===== config.mk =====
export PLATFORM = sky130hd
export DESIGN_NAME = trig_phase_delay
export DESIGN_NICKNAME = d
export VERILOG_FILES = /design/src/rtl/tpd_pkg.sv /design/src/rtl/tpd_cfg_reg.sv /design/src/rtl/tpd_countdown.sv /design/src/rtl/tpd_ovf_flag.sv /design/src/rtl/trig_phase_delay.sv
export SDC_FILE = /design/constraint.sdc
export NUM_CORES = 1
export LEC_CHECK = 0
export ABC_AREA = 1
export CORE_ASPECT_RATIO = 0.8
export CORE_MARGIN = 2
export CORE_UTILIZATION = 56
export CTS_CLUSTER_DIAMETER = 50
export CTS_CLUSTER_SIZE = 30
export DETAILED_ROUTE_END_ITERATION = 6
export DONT_BUFFER_PORTS = 1
export GPL_TIMING_DRIVEN = 0
export PLACE_DENSITY = 0.71
export SYNTH_ARGS = -nofsm -noshare
export SYNTH_HDL_FRONTEND = slang
export SYNTH_SLANG_ARGS = --single-unit

===== constraint.sdc =====
create_clock -name clk -period 3.2 [get_ports clk]
set_clock_uncertainty 0.15 [all_clocks]
set_input_delay 0.48 -clock clk [delete_from_list [all_inputs] [get_ports clk]]
set_output_delay 0.48 -clock clk [all_outputs]
set_load 0.02 [all_outputs]

===== src/rtl/tpd_pkg.sv =====
package tpd_pkg;
  localparam int unsigned TPD_CNT_W_DEF = 16;

  function automatic logic is_zero16(input logic [TPD_CNT_W_DEF-1:0] v);
    return (v == '0);
  endfunction
endpackage


===== src/rtl/tpd_cfg_reg.sv =====
module tpd_cfg_reg #(
  parameter int unsigned W = 16
) (
  input  logic         clk,
  input  logic         rst_n,
  input  logic         wr_en,
  input  logic [W-1:0] wr_val,
  output logic [W-1:0] cfg_q
);
  logic [W-1:0] cfg_d;

  always_comb begin
    cfg_d = cfg_q;
    if (wr_en) cfg_d = wr_val;
  end

  always_ff @(posedge clk or negedge rst_n) begin
    if (!rst_n)     cfg_q <= '0;
    else if (wr_en) cfg_q <= cfg_d;
  end

  assert_cfg_write_R2: assert property (@(posedge clk) disable iff (!rst_n)
    wr_en |=> cfg_q == $past(wr_val));
endmodule


===== src/rtl/tpd_countdown.sv =====
module tpd_countdown #(
  parameter int unsigned W = 16
) (
  input  logic         clk,
  input  logic         rst_n,
  input  logic         trig_in,
  input  logic [W-1:0] cfg,
  output logic [W-1:0] cnt_q,
  output logic         busy,
  output logic         fwd
);
  localparam logic [W-1:0] ONE = {{(W-1){1'b0}}, 1'b1};

  logic [W-1:0] cnt_d;
  logic         cnt_en;
  logic         load;

  assign busy = (cnt_q != '0);
  assign fwd  = (cnt_q == ONE);
  assign load = trig_in && !busy && (cfg != '0);

  always_comb begin
    cnt_en = busy | load;
    cnt_d  = cnt_q;
    if (busy)      cnt_d = cnt_q - ONE;
    else if (load) cnt_d = cfg;
  end

  always_ff @(posedge clk or negedge rst_n) begin
    if (!rst_n)      cnt_q <= '0;
    else if (cnt_en) cnt_q <= cnt_d;
  end

  assert_load_R5: assert property (@(posedge clk) disable iff (!rst_n)
    (trig_in && cnt_q == '0 && cfg != '0) |=> cnt_q == $past(cfg));
  assert_decrement_R5: assert property (@(posedge clk) disable iff (!rst_n)
    (cnt_q != '0) |=> cnt_q == $past(cnt_q) - ONE);
  assert_last_step_drop_R7: assert property (@(posedge clk) disable iff (!rst_n)
    (trig_in && cnt_q == ONE) |=> cnt_q == '0);
endmodule


===== src/rtl/tpd_ovf_flag.sv =====
module tpd_ovf_flag (
  input  logic clk,
  input  logic rst_n,
  input  logic set,
  input  logic clr,
  output logic flag_q
);
  logic flag_d;
  logic flag_en;

  always_comb begin
    flag_en = set | clr;
    flag_d  = set | (flag_q & ~clr);
  end

  always_ff @(posedge clk or negedge rst_n) begin
    if (!rst_n)       flag_q <= 1'b0;
    else if (flag_en) flag_q <= flag_d;
  end

  assert_set_wins_R8: assert property (@(posedge clk) disable iff (!rst_n)
    set |=> flag_q);
  assert_sticky_R8: assert property (@(posedge clk) disable iff (!rst_n)
    (flag_q && !clr) |=> flag_q);
  assert_clear_R8: assert property (@(posedge clk) disable iff (!rst_n)
    (clr && !set) |=> !flag_q);
endmodule


===== src/rtl/trig_phase_delay.sv =====
module trig_phase_delay #(
  parameter int unsigned CNT_W = tpd_pkg::TPD_CNT_W_DEF
) (
  input  logic               clk,
  input  logic               rst_n,
  input  logic               trig_in,
  input  logic               wr_en,
  input  logic [CNT_W-1:0]   wr_setting,
  input  logic               ovf_clr,
  output logic               trig_out,
  output logic [2*CNT_W-1:0] rd_data,
  output logic               ovf_flag
);
  localparam int unsigned REG_W = 2 * CNT_W;

  logic [CNT_W-1:0] cfg_q;
  logic [CNT_W-1:0] cnt_q;
  logic             busy;
  logic             fwd;
  logic             drop;
  logic             pass_now;

  tpd_cfg_reg #(.W(CNT_W)) u_cfg (
    .clk(clk), .rst_n(rst_n), .wr_en(wr_en), .wr_val(wr_setting), .cfg_q(cfg_q)
  );

  tpd_countdown #(.W(CNT_W)) u_cnt (
    .clk(clk), .rst_n(rst_n), .trig_in(trig_in), .cfg(cfg_q),
    .cnt_q(cnt_q), .busy(busy), .fwd(fwd)
  );

  assign drop     = trig_in & busy;
  assign pass_now = trig_in & ~busy & (cfg_q == '0);

  tpd_ovf_flag u_ovf (
    .clk(clk), .rst_n(rst_n), .set(drop), .clr(ovf_clr), .flag_q(ovf_flag)
  );

  assign trig_out = fwd | pass_now;
  assign rd_data  = {cnt_q, cfg_q};

  assert_bypass_R3: assert property (@(posedge clk) disable iff (!rst_n)
    (trig_in && rd_data[REG_W-1:CNT_W] == '0 && rd_data[CNT_W-1:0] == '0) |-> trig_out);
  assert_zero_idle_R10: assert property (@(posedge clk) disable iff (!rst_n)
    (rd_data == '0 && !wr_en) |=> rd_data[REG_W-1:CNT_W] == '0);
  assert_no_pulse_idle_R4: assert property (@(posedge clk) disable iff (!rst_n)
    (!trig_in && rd_data[REG_W-1:CNT_W] == '0) |-> !trig_out);
endmodule


Word-level counts from Yosys, hierarchy flattened
Cells that the tools add are included.
- muxes and demuxes: 2
- bitwise gates (word level): 10
- reductions and logical operators: 8
- add/subtract/negate cells: 1
- eq/ne operators: 1
- operators with widths (kind ; number):
    $mux W16 ; 2
    $reduce_bool A16 Y1 ; 2
    $eq A16 B1 Y1 const B ; 1
    $logic_not A16 Y1 ; 1
    $sub A16 B1 Y16 const B ; 1
    $and A1 B1 Y1 ; 4
    $or A1 B1 Y1 ; 4
    $logic_and A1 B1 Y1 ; 2
    $not A1 Y1 ; 2
    $reduce_and A2 Y1 ; 1
    $reduce_bool A2 Y1 ; 1
    $logic_not A1 Y1 ; 1
- input bits: 21
- register bits: 33
- word-level logic and storage cells: 25

Depth between registers and ports, before layout
Gate-level depths: netlist (run 1).
- depth in word-level cells: 6
- gate-level depth with buffers: 10
- gate-level depth less buffers: 9

Cells and area by module
A second synthesis (run 1) with hierarchy kept.
- cells, all modules: 271
- area total of the unflattened synthesis: 1969.4 um^2
- by module, submodules not included (module ; cells each ; sequential area each (um^2) ; times used ; area each (um^2)):
    tpd_countdown ; 177 ; 400.4 ; 1 ; 1202.4
    tpd_cfg_reg ; 68 ; 400.4 ; 1 ; 644.4
    trig_phase_delay ; 21 ; 0.0 ; 1 ; 82.6
    tpd_ovf_flag ; 5 ; 25.0 ; 1 ; 40.0

Least setup slack after synthesis (run 1)
No wires, ideal clock.
- kind: reg2out
- start point: register u_cnt.cnt_q[5]
- end point: output trig_out
- data required time: 2.570 ns
- stages on the path, launching flop included: 6
- arrival time: 1.467 ns
- path slack: 1.103 ns
- cell sequence: dfrtp_1 > nor2_2 > nand2_1 > nor2_1 > nand3_1 > o21ai_0
- cells in the longest elaborated chain, start to end: 5
- elaborated cells on any way between the ends: 6
- classes of those cells: 1 x eq/ne; 4 x bitwise; 1 x reduce/logical
- ends and longest elaborated chain (item ; RTL line ; RTL):
    start: declaration ; tpd_countdown.sv:8 ; output logic [W-1:0] cnt_q,
    start signal: assignment ; tpd_countdown.sv:31 ; else if (cnt_en) cnt_q <= cnt_d;
    $reduce_bool A16 Y1 ; tpd_countdown.sv:18 ; assign busy = (cnt_q != '0);
    $not A1 Y1 ; trig_phase_delay.sv:33 ; assign pass_now = trig_in & ~busy & (cfg_q == '0);
    $and A1 B1 Y1 (2 in a row) ; trig_phase_delay.sv:33 ;
    $or A1 B1 Y1 * ; trig_phase_delay.sv:39 ; assign trig_out = fwd | pass_now;
    end: declaration ; trig_phase_delay.sv:10 ; output logic trig_out,
Mark *: on every way between the ends. The rest lies on a longest branch, timed or not.

Final worst setup path (run 1)
Same ends and word-level chain as after synthesis.

==> results.sh, run 1 <==
export IMPL_status="finished, final reports clean"
export IMPL_layout_drive_gt1_share_pct=15.4
export IMPL_max_slew_margin_rel_pct=53.6
export IMPL_synth_nets=255
export IMPL_final_nets=264
export IMPL_arrival_ns=1.97
export IMPL_cts_repair_resized=0
export IMPL_cts_buffers=5
export IMPL_ir_drop_mv=0.311
export IMPL_r2r_slack_ns=1.30
export IMPL_ios=55
export IMPL_io_buffers=0
export IMPL_max_stage_delay_ns=0.60
export IMPL_synthCells=231
export IMPL_grt_total_usage_pct=23.1
export IMPL_cts_setup_buffers=0
export IMPL_cp_top_family="compound AO/OA/AOI/OAI gates"
export IMPL_synth_top_flop_cell="dfrtp_1"
export IMPL_max_freq_ghz=0.385
export IMPL_rsz0062_at_grt="false"
export IMPL_worstSkewPairLatency_ns=0.28
export IMPL_p_per_area_nw_per_um2=450
export IMPL_holdPathEnd="u_cfg.cfg_q[1]"
export IMPL_whs_path_depth=2
export IMPL_setup_tns_final_ns=0
export IMPL_ctsHoldBuffers=2
export IMPL_hp_start="wr_setting[1]"
export IMPL_synth_seq_cells=33
export IMPL_start_util_pct=59.3
export IMPL_core_area_um2=3110
export IMPL_die_y_um=55.3
export IMPL_antenna_cells=0
export IMPL_ys_types=23
export IMPL_fin_crit_sh_pct=81.1
export IMPL_globalRouteOverflowTotal=0
export IMPL_syn_cell_area_um2=1840
export IMPL_power_leakage_nw=0.968
export IMPL_synth_top_cell_area_share_pct=44.8
export IMPL_die_area_um2=3770
export IMPL_min_path_type="in2reg"
export IMPL_grt_pass1_vias=1412
export IMPL_dr_total_vias=1477
export IMPL_cts_root_buf="clkbuf_8"
export IMPL_yosys_area_top_type="dfrtp_1"
export IMPL_start_kind="flip-flop"
export IMPL_r2r_start="u_cnt.cnt_q[0]"
export IMPL_crit_chain="nor2_2, nand2_1, nor2_1, nand3_1, o21ai_0"
export IMPL_slew_violations=0
export IMPL_nFillCells=283
export IMPL_vias_per_cell=5.28
export IMPL_drt_first_iter_violations=104
export IMPL_hpwl_mm=2.99
export IMPL_first_pass_iters=4
export IMPL_antenna_found_initial=0
export IMPL_period_needed_ns=2.60
export IMPL_path_class="reg2out"
export IMPL_ant_nets=0
export IMPL_max_cap_violations=0
export IMPL_cts_reportedPaths_clkPinSlew_ns=0.07
export IMPL_htreeDepth=2
export IMPL_setup_viol=0
export IMPL_finalWorstSetupSlack_ns=0.604
export IMPL_cts_tree="done"
export IMPL_cp_slowest_cell="o21ai_0"
export IMPL_wirelength_mm=3.89
export IMPL_area_growth_syn_to_layout_pct=9.99
export IMPL_grt_start_max_net_pins=34
export IMPL_async_reset_ff_share_pct=100
export IMPL_path_max_fanout=4
export IMPL_grt_pass1_wl_mm=6.43
export IMPL_yosys_top_cells_area="dfrtp_1, nand2_1, mux2_2, nand3_1, nor2_1"
export IMPL_critPathCaptureType="output pin"
export IMPL_place_congestion=0.849
export IMPL_rows=18
export IMPL_syn_avg_cell_area_um2=7.97
export IMPL_cp_data_required_time_ns=2.57
export IMPL_drc=0
export IMPL_finalHoldViolCount=0
export IMPL_synth_edf_count=0
export IMPL_worst_r2r_endpoint="u_cnt.cnt_q[9]"
export IMPL_tightest_slew_ns=0.689
export IMPL_yosys_warnings=0
export IMPL_pre_cts_ws_ns=0.904
export IMPL_clkSinkCount=33
export IMPL_hold_ws_ns=0.167
export IMPL_synth_seq_area_share_pct=44.8
export IMPL_die_w_um=68.1
export IMPL_rr_worst_depth=9
export IMPL_wl_per_cell_um=13.9
export IMPL_cts_buffer_depth=2
export IMPL_worstPathBufferInverterCount=0
where the power goes:
group / leakage (nW) / switching [mW] / internal [mW]
clock: 0.0540 / 0.145 / 0.226
combinational: 0.532 / 0.0269 / 0.0252
sequential: 0.382 / 0.0503 / 0.438
sequential cells by signal (all words and copies together) (netlist names):
signal	count
u_cfg.cfg_q	16
u_cnt.cnt_q	16
u_ovf.flag_q	1
through the flow:
step | utilization [%] | std cells | instance area, um2 | total power, mW
after floorplan | - | 231 | 1840 | 0.524
after global placement | 60.9 | 271 | 1890 | 0.536
after detailed placement | 60.9 | 271 | 1890 | 0.538
after CTS | 65.2 | 280 | 2030 | 0.921
after global routing | 65.2 | 280 | 2030 | 0.954
final | 65.2 | 280 | 2030 | 0.911
routing by layer:
layer	vias to the layer above	global-route usage, %	wire [um]
li1	741	-	-
met1	674	32.7	1790
met2	60	33.6	1720
met3	2	8.55	362
met4	0	6.00	13
met5	-	0	0
Yosys cell counts (2+ instances only):
master,count
nand2_1,67
dfrtp_1,33
nor2_1,28
inv_1,24
nand3_1,21
mux2_2,13
o21ai_0,10
nor2_2,5
xnor2_1,4
buf_2,3
ha_1,3
nor2_4,3
o21ai_1,3
xor2_1,3
nand2_2,2
nand3b_1,2
how the worst max path moves through the flow:
stage	end	start	slack, ns	depth (start not counted)
finish	trig_out	u_cnt.cnt_q[5]	0.60	5
CTS	trig_out	u_cnt.cnt_q[5]	0.59	5
global route	trig_out	u_cnt.cnt_q[5]	0.48	5
global placement	trig_out	u_cnt.cnt_q[0]	0.91	4
detailed placement	trig_out	u_cnt.cnt_q[5]	0.90	5
floorplan	trig_out	u_cnt.cnt_q[5]	1.10	5
cells by family after synthesis:
logic type / count (synthesis) / share of synthesized area (%)
xor gates and xnor gates: 7 / 3.33
and+or+nand+nor: 130 / 30.7
DFF: 33 / 44.8
adders and majority gates: 3 / 2.04
muxes: 13 / 7.95
AOI/OAI and AO/OA: 15 / 4.42
buffers and inverters: 30 / 6.73
placed cells by master, fill, tap and decap left out, types with 4 or more instances in the layout:
cell	Yosys	routed
xnor2_1	4	4
nand3_1	21	21
clkbuf_8	0	5
inv_1	24	24
nand2_1	67	67
nor2_2	5	5
nor2_1	28	28
o21ai_0	10	10
mux2_2	13	13
dfrtp_1	33	33
layout make-up:
| class | count | area, um2 | area share (%) |
|---|---|---|---|
| Clock buffer | 5 | 68.8 | 3.40 |
| Clock inverter | 2 | 35.0 | 1.73 |
| Inverter | 25 | 93.8 | 4.63 |
| Timing Repair Buffer | 2 | 30.0 | 1.48 |
| Tap cell | 40 | 50.0 | 2.47 |
| Buffer | 5 | 30.0 | 1.48 |
| Multi-Input combinational cell | 168 | 892 | 44.0 |
| Sequential cell | 33 | 826 | 40.8 |
Power figures use the tool's default switching activity.
==> inputs of run 2 (changes only) <==
- clock period: 3.2 -> 2.4 ns (I/O delays scaled with it)
==> run 2 against run 1 <==
Clock power is 34% higher. Non-clock buffer count unchanged. Register-to-register slack lost 0.80 ns. Power increased by 34%. Final cell count did not move. Final area rose by 0.19%. Sequential power up 33%. Critical path type unchanged. Clock-buffer cell count unchanged. Combinational power increased by 33%. Sequential share of layout area down 0.076 points. First-iteration DRC count increased by 3.8%. Critical endpoint unchanged. Wire length barely moved.
==> results.sh, run 2 (synthesized netlist as in run 1, its figures left out) <==
export IMPL_holdPathEnd="u_cfg.cfg_q[1]"
export IMPL_htreeDepth=2
export IMPL_slew_violations=0
export IMPL_start_util_pct=59.3
export IMPL_layout_drive_gt1_share_pct=15.8
export IMPL_critPathCaptureType="output pin"
export IMPL_max_freq_ghz=0.452
export IMPL_cts_root_buf="clkbuf_8"
export IMPL_vias_per_cell=5.29
export IMPL_setup_tns_final_ns=0
export IMPL_die_y_um=55.3
export IMPL_core_area_um2=3110
export IMPL_globalRouteOverflowTotal=0
export IMPL_grt_pass1_vias=1412
export IMPL_cts_reportedPaths_clkPinSlew_ns=0.07
export IMPL_tightest_slew_ns=0.385
export IMPL_switchingPower_mw=0.298
export IMPL_comb_power_share_pct=5.7
export IMPL_ir_drop_mv=0.414
export IMPL_internal_power_mw=0.918
export IMPL_path_class="reg2out"
export IMPL_cts_buffers=5
export IMPL_fin_crit_sh_pct=92.2
export IMPL_path_max_fanout=4
export IMPL_max_stage_delay_ns=0.50
export IMPL_final_nets=264
export IMPL_cp_data_required_time_ns=1.89
export IMPL_cts_setup_buffers=0
export IMPL_clkSinkCount=33
export IMPL_io_buffers=0
export IMPL_cp_slowest_cell="dfrtp_1"
export IMPL_ios=55
export IMPL_rows=18
export IMPL_worstSkewPairLatency_ns=0.29
export IMPL_setup_viol=0
export IMPL_whs_path_depth=2
export IMPL_start_kind="flip-flop"
export IMPL_cts_tree="done"
export IMPL_min_path_type="in2reg"
export IMPL_status="finished, final reports clean"
export IMPL_crit_chain="nor2_2, nand2_1, nor2_1, nand3_1, o21ai_2"
export IMPL_arrival_ns=1.70
export IMPL_wl_per_cell_um=13.9
export IMPL_worst_r2r_endpoint="u_cnt.cnt_q[9]"
export IMPL_place_congestion=0.849
export IMPL_drt_first_iter_violations=108
export IMPL_drc=0
export IMPL_r2r_slack_ns=0.50
export IMPL_clock_power_share_pct=40.8
export IMPL_grt_total_usage_pct=23.1
export IMPL_first_pass_iters=4
export IMPL_rr_worst_depth=9
export IMPL_wirelength_mm=3.89
export IMPL_final_cell_mix="nand2_1, dfrtp_1, nor2_1"
export IMPL_r2r_start="u_cnt.cnt_q[0]"
export IMPL_p_per_area_nw_per_um2=600
export IMPL_max_cap_violations=0
export IMPL_dr_total_vias=1482
export IMPL_switching_share_pct=24.5
export IMPL_rsz0062_at_grt="false"
export IMPL_pwr_share_seq_pct=53.4
export IMPL_antenna_cells=0
export IMPL_final_util_pct=65.3
export IMPL_power_leakage_nw=0.969
export IMPL_hp_start="wr_setting[1]"
export IMPL_antenna_found_initial=0
export IMPL_ant_nets=0
export IMPL_grt_start_max_net_pins=34
export IMPL_grt_pass1_wl_mm=6.43
export IMPL_die_area_um2=3770
export IMPL_finalHoldViolCount=0
export IMPL_cts_buffer_depth=2
export IMPL_period_needed_ns=2.21
export IMPL_final_common_cell="nand2_1"
export IMPL_hpwl_mm=2.99
export IMPL_top_regs="u_cfg.cfg_q x16, u_cnt.cnt_q x16, u_ovf.flag_q x1"
export IMPL_max_slew_margin_rel_pct=74.4
export IMPL_die_w_um=68.1
export IMPL_area_growth_syn_to_layout_pct=10.2
==> run 2: routing by layer <==
| layer | vias to the layer above | track usage (%) | part of all wire [%] | wire [um] |
|---|---|---|---|---|
| li1 | 741 | - | - | - |
| met1 | 674 | 32.7 | 46 | 1780 |
| met2 | 63 | 33.6 | 44 | 1700 |
| met3 | 4 | 8.55 | 9.7 | 377 |
| met4 | 0 | 6.00 | 0.80 | 31 |
| met5 | - | 0 | 0 | 0 |
==> run 2: worst max-delay path by stage <==
stage                               from       end  slack, ns  cells past startpoint
after floorplan           u_cnt.cnt_q[5]  trig_out       0.42                      5
after global placement    u_cnt.cnt_q[0]  trig_out       0.23                      4
after detailed placement  u_cnt.cnt_q[5]  trig_out       0.22                      5
after CTS                 u_cnt.cnt_q[5]  trig_out       0.09                      5
after global routing      u_cnt.cnt_q[5]  trig_out       0.06                      5
final                     u_cnt.cnt_q[5]  trig_out       0.19                      5
==> run 2: worst max-delay path: cells and delay by family, from the launching register on <==
kind / cells / cell delay, ns
AO/OA/AOI/OAI: 1 / 0.31
flip-flops: 1 / 0.50
AND/OR/NAND/NOR: 4 / 0.61
==> run 2: power by group through the flow <==
| stage | Combinational, mW | Sequential, mW | Clock [mW] |
|---|---|---|---|
| 2_1_floorplan | 0.0468 | 0.652 | 0 |
| 3_3_place_gp | 0.0537 | 0.661 | 0 |
| 3_5_place_dp | 0.0547 | 0.662 | 0 |
| 4_1_cts | 0.0713 | 0.651 | 0.505 |
| 5_1_grt | 0.0796 | 0.656 | 0.536 |
| 6_report | 0.0695 | 0.650 | 0.497 |
==> run 2: layout make-up <==
| class | instances | area [um2] |
|---|---|---|
| inverters | 25 | 93.8 |
| multi-input cells | 168 | 896 |
| plain buffers | 5 | 30.0 |
| well taps | 40 | 50.0 |
| clock buffers | 5 | 68.8 |
| clock inverters | 2 | 35.0 |
| flip-flops and latches | 33 | 826 |
| fillers | 281 | 1080 |
| repair buffers | 2 | 30.0 |
==> run 2: per-stage QoR <==
step / std cells / worst slack (ns) / hold slack [ns] / power, mW / instance area (um2)
floorplan: 231 / 0.423 / -0.0856 / 0.698 / 1840
global placement: 271 / 0.230 / -0.0851 / 0.715 / 1890
detailed placement: 271 / 0.224 / -0.0850 / 0.717 / 1890
CTS: 280 / 0.0899 / 0.0392 / 1.23 / 2030
global route: 280 / 0.0640 / 0.0448 / 1.27 / 2030
finish: 280 / 0.186 / 0.0432 / 1.22 / 2030
==> run 2: what timing repair did <==
action	4_1_cts	5_1_grt
hold buffers	2	0
resized for setup	1	1
setup endpoints to repair	1	1
endpoints found under the hold margin	33	0
gates cloned	0	0
==> inputs of run 3 (changes only) <==
- ABC_AREA: 1 -> unset
- CTS_CLUSTER_DIAMETER: 50 -> unset
==> run 3 against run 2 <==
Flip-flop and latch count stayed put. Critical endpoint unchanged. The run now ends with negative setup slack left. Synthesized area shrank 8.5%. Critical path type unchanged. Maximum frequency down 10%. Die area is 7.9% lower.
==> results.sh, run 3 <==
export IMPL_comb_power_share_pct=5.2
export IMPL_power_mw=1.22
export IMPL_p_per_area_nw_per_um2=609
export IMPL_switching_share_pct=24.6
export IMPL_cts_buffers=5
export IMPL_antenna_cells=0
export IMPL_die_y_um=53.1
export IMPL_wl_met2_mm=1.98
export IMPL_internal_power_mw=0.918
export IMPL_final_cell_mix="dfrtp_1, mux2_2, nand3_1"
export IMPL_yosysMostFrequentCell="dfrtp_1"
export IMPL_grt_pass1_vias=1323
export IMPL_path_class="reg2out"
export IMPL_rsz0062_at_grt="true"
export IMPL_area_growth_syn_to_layout_pct=18.6
export IMPL_ys_top_cells_by_count="dfrtp_1, mux2_2, nand3_1"
export IMPL_hpwl_mm=2.84
export IMPL_clkSinkCount=33
export IMPL_path_max_fanout=7
export IMPL_placed_cells=191
export IMPL_grt_total_usage_pct=25.1
export IMPL_power_leakage_nw=0.741
export IMPL_rr_worst_depth=7
export IMPL_final_common_cell="dfrtp_1"
export IMPL_whs_path_depth=1
export IMPL_final_util_pct=71.2
export IMPL_drc=0
export IMPL_start_kind="flip-flop"
export IMPL_synth_seq_area_share_pct=49.0
export IMPL_final_cells=205
export IMPL_ant_nets=0
export IMPL_slew_violations=0
export IMPL_period_needed_ns=2.47
export IMPL_m1WireLength_mm=1.71
export IMPL_min_path_type="in2reg"
export IMPL_place_area_um2=1730
export IMPL_finalWorstSetupSlack_ns=-0.0659
export IMPL_max_stage_delay_ns=0.62
export IMPL_cp_slowest_cell="or4_4"
export IMPL_grt_start_max_net_pins=34
export IMPL_cts_tree="done"
export IMPL_cts_buffer_depth=2
export IMPL_pwr_share_seq_pct=53.9
export IMPL_tightest_slew_ns=0.667
export IMPL_syn_avg_cell_area_um2=11.0
export IMPL_globalRouteOverflowTotal=0
export IMPL_switchingPower_mw=0.299
export IMPL_wl_per_cell_um=20.0
export IMPL_antenna_found_initial=0
export IMPL_synth_seq_cells=33
export IMPL_vias_per_cell=6.47
export IMPL_io_buffers=0
export IMPL_synth_top_cell_area_share_pct=49.0
export IMPL_violations="negative setup slack"
export IMPL_cts_reportedPaths_clkPinSlew_ns=0.07
export IMPL_max_freq_ghz=0.406
export IMPL_rows=17
export IMPL_r2r_start="u_cnt.cnt_q[8]"
export IMPL_async_reset_ff_share_pct=100
export IMPL_yosys_top_cells_area="dfrtp_1, mux2_2, nand3_1, nor4_1, a21oi_1"
export IMPL_wirelength_mm=4.09
export IMPL_yosys_warnings=0
export IMPL_dr_total_vias=1327
export IMPL_htreeDepth=2
export IMPL_cts_root_buf="clkbuf_8"
export IMPL_final_nets=191
export IMPL_cp_top_family="simple AND/OR/NAND/NOR gates"
export IMPL_setup_viol=4
export IMPL_fin_crit_sh_pct=103
export IMPL_ir_drop_mv=0.515
export IMPL_r2r_slack_ns=-0.04
export IMPL_synth_top_flop_cell="dfrtp_1"
export IMPL_worstPathBufferInverterCount=0
export IMPL_maxUsedRoutingLayer="met4"
export IMPL_worst_r2r_endpoint="u_cnt.cnt_q[12]"
export IMPL_status="finished, violations left"
export IMPL_grt_pass1_wl_mm=6.39
export IMPL_finalHoldViolCount=0
export IMPL_final_area_um2=2000
export IMPL_yosys_area_top_type="dfrtp_1"
export IMPL_ys_types=40
export IMPL_synth_nets=177
export IMPL_arrival_ns=1.96
export IMPL_synthCells=153
export IMPL_core_area_um2=2810
export IMPL_syn_cell_area_um2=1690
export IMPL_cp_data_required_time_ns=1.89
export IMPL_layout_drive_gt1_share_pct=36.5
export IMPL_setup_tns_final_ns=-0.136
export IMPL_worstSkewPairLatency_ns=0.28
export IMPL_ios=55
export IMPL_dr_wl_met3_um=345
export IMPL_top_regs="u_cfg.cfg_q x16, u_cnt.cnt_q x16, u_ovf.flag_q x1"
export IMPL_critPathCaptureType="output pin"
export IMPL_crit_chain="or4_4, nor4_4, o21a_2"
export IMPL_place_congestion=0.870
export IMPL_max_slew_margin_rel_pct=55.0
export IMPL_first_pass_iters=4
export IMPL_die_w_um=65.3
export IMPL_drt_first_iter_violations=92
export IMPL_holdPathEnd="u_ovf.flag_q"
export IMPL_max_cap_violations=0
export IMPL_hp_start="ovf_clr"
export IMPL_clock_power_share_pct=40.8
export IMPL_start_util_pct=60.0
export IMPL_synth_edf_count=0
export IMPL_die_area_um2=3470
[run 3: logic make-up after synthesis]
group	synth area share, %
and+or+nand+nor	21.1
AOI/OAI and AO/OA	11.5
buffers and inverters	3.93
DFF	49.0
xor gates and xnor gates	1.56
adders and majority gates	2.23
muxes	10.7
[run 3: worst max path at each step]
stage | startpoint | to | depth (start not counted)
after floorplan | u_cnt.cnt_q[8] | u_cnt.cnt_q[4] | 6
after CTS | u_cnt.cnt_q[9] | trig_out | 3
final | u_cnt.cnt_q[8] | trig_out | 3
after global routing | u_cnt.cnt_q[8] | trig_out | 3
after detailed placement | u_cnt.cnt_q[0] | u_cnt.cnt_q[9] | 6
after global placement | u_cnt.cnt_q[0] | u_cnt.cnt_q[9] | 6
[run 3: cell type report]
cell class                      instances  area [um2]
Clock buffer                            5        68.8
Sequential cell                        33         833
Multi-Input combinational cell        107         871
Buffer                                  7        48.8
Tap cell                               38        47.5
Clock inverter                          2        35.0
Inverter                                5        18.8
Fill cell                             205         810
Timing Repair Buffer                    8        75.1
[run 3: power by group through the flow]
stage               Combinational, mW  Clock, mW  Sequential [mW]
finish                         0.0636      0.497            0.657
global route                   0.0725      0.533            0.660
CTS                            0.0654      0.503            0.656
detailed placement             0.0489          0            0.667
global placement               0.0456          0            0.666
floorplan                      0.0426          0            0.654
[run 3: timing repair]
action                                  in CTS  in global routing
endpoints found under the hold margin       33                  0
setup buffers                                3                  3
resized for setup                           13                 16
pin swaps                                    1                  7
hold buffers                                 2                  0
endpoints found under the setup margin      17                 12
[run 3: metal layers]
metal	vias to the layer above	global-route usage (%)
li1	618	-
met1	638	32.0
met2	63	41.3
met3	8	8.51
met4	0	6.60
met5	-	0
[run 3: metrics by stage]
step / hold WS, ns / setup slack, ns
4_1_cts: 0.0282 / -0.0668
3_3_place_gp: -0.0848 / -0.164
2_1_floorplan: -0.0856 / 0.0663
6_report: 0.0330 / -0.0659
5_1_grt: 0.0295 / -0.114
3_5_place_dp: -0.0848 / -0.152
[run 3: worst reg2reg max path: cells and delay by family (launching register included)]
family        cells  cell delay (ns)
simple gates      4             1.22
flops             1             0.48
buf+inv           3             0.47
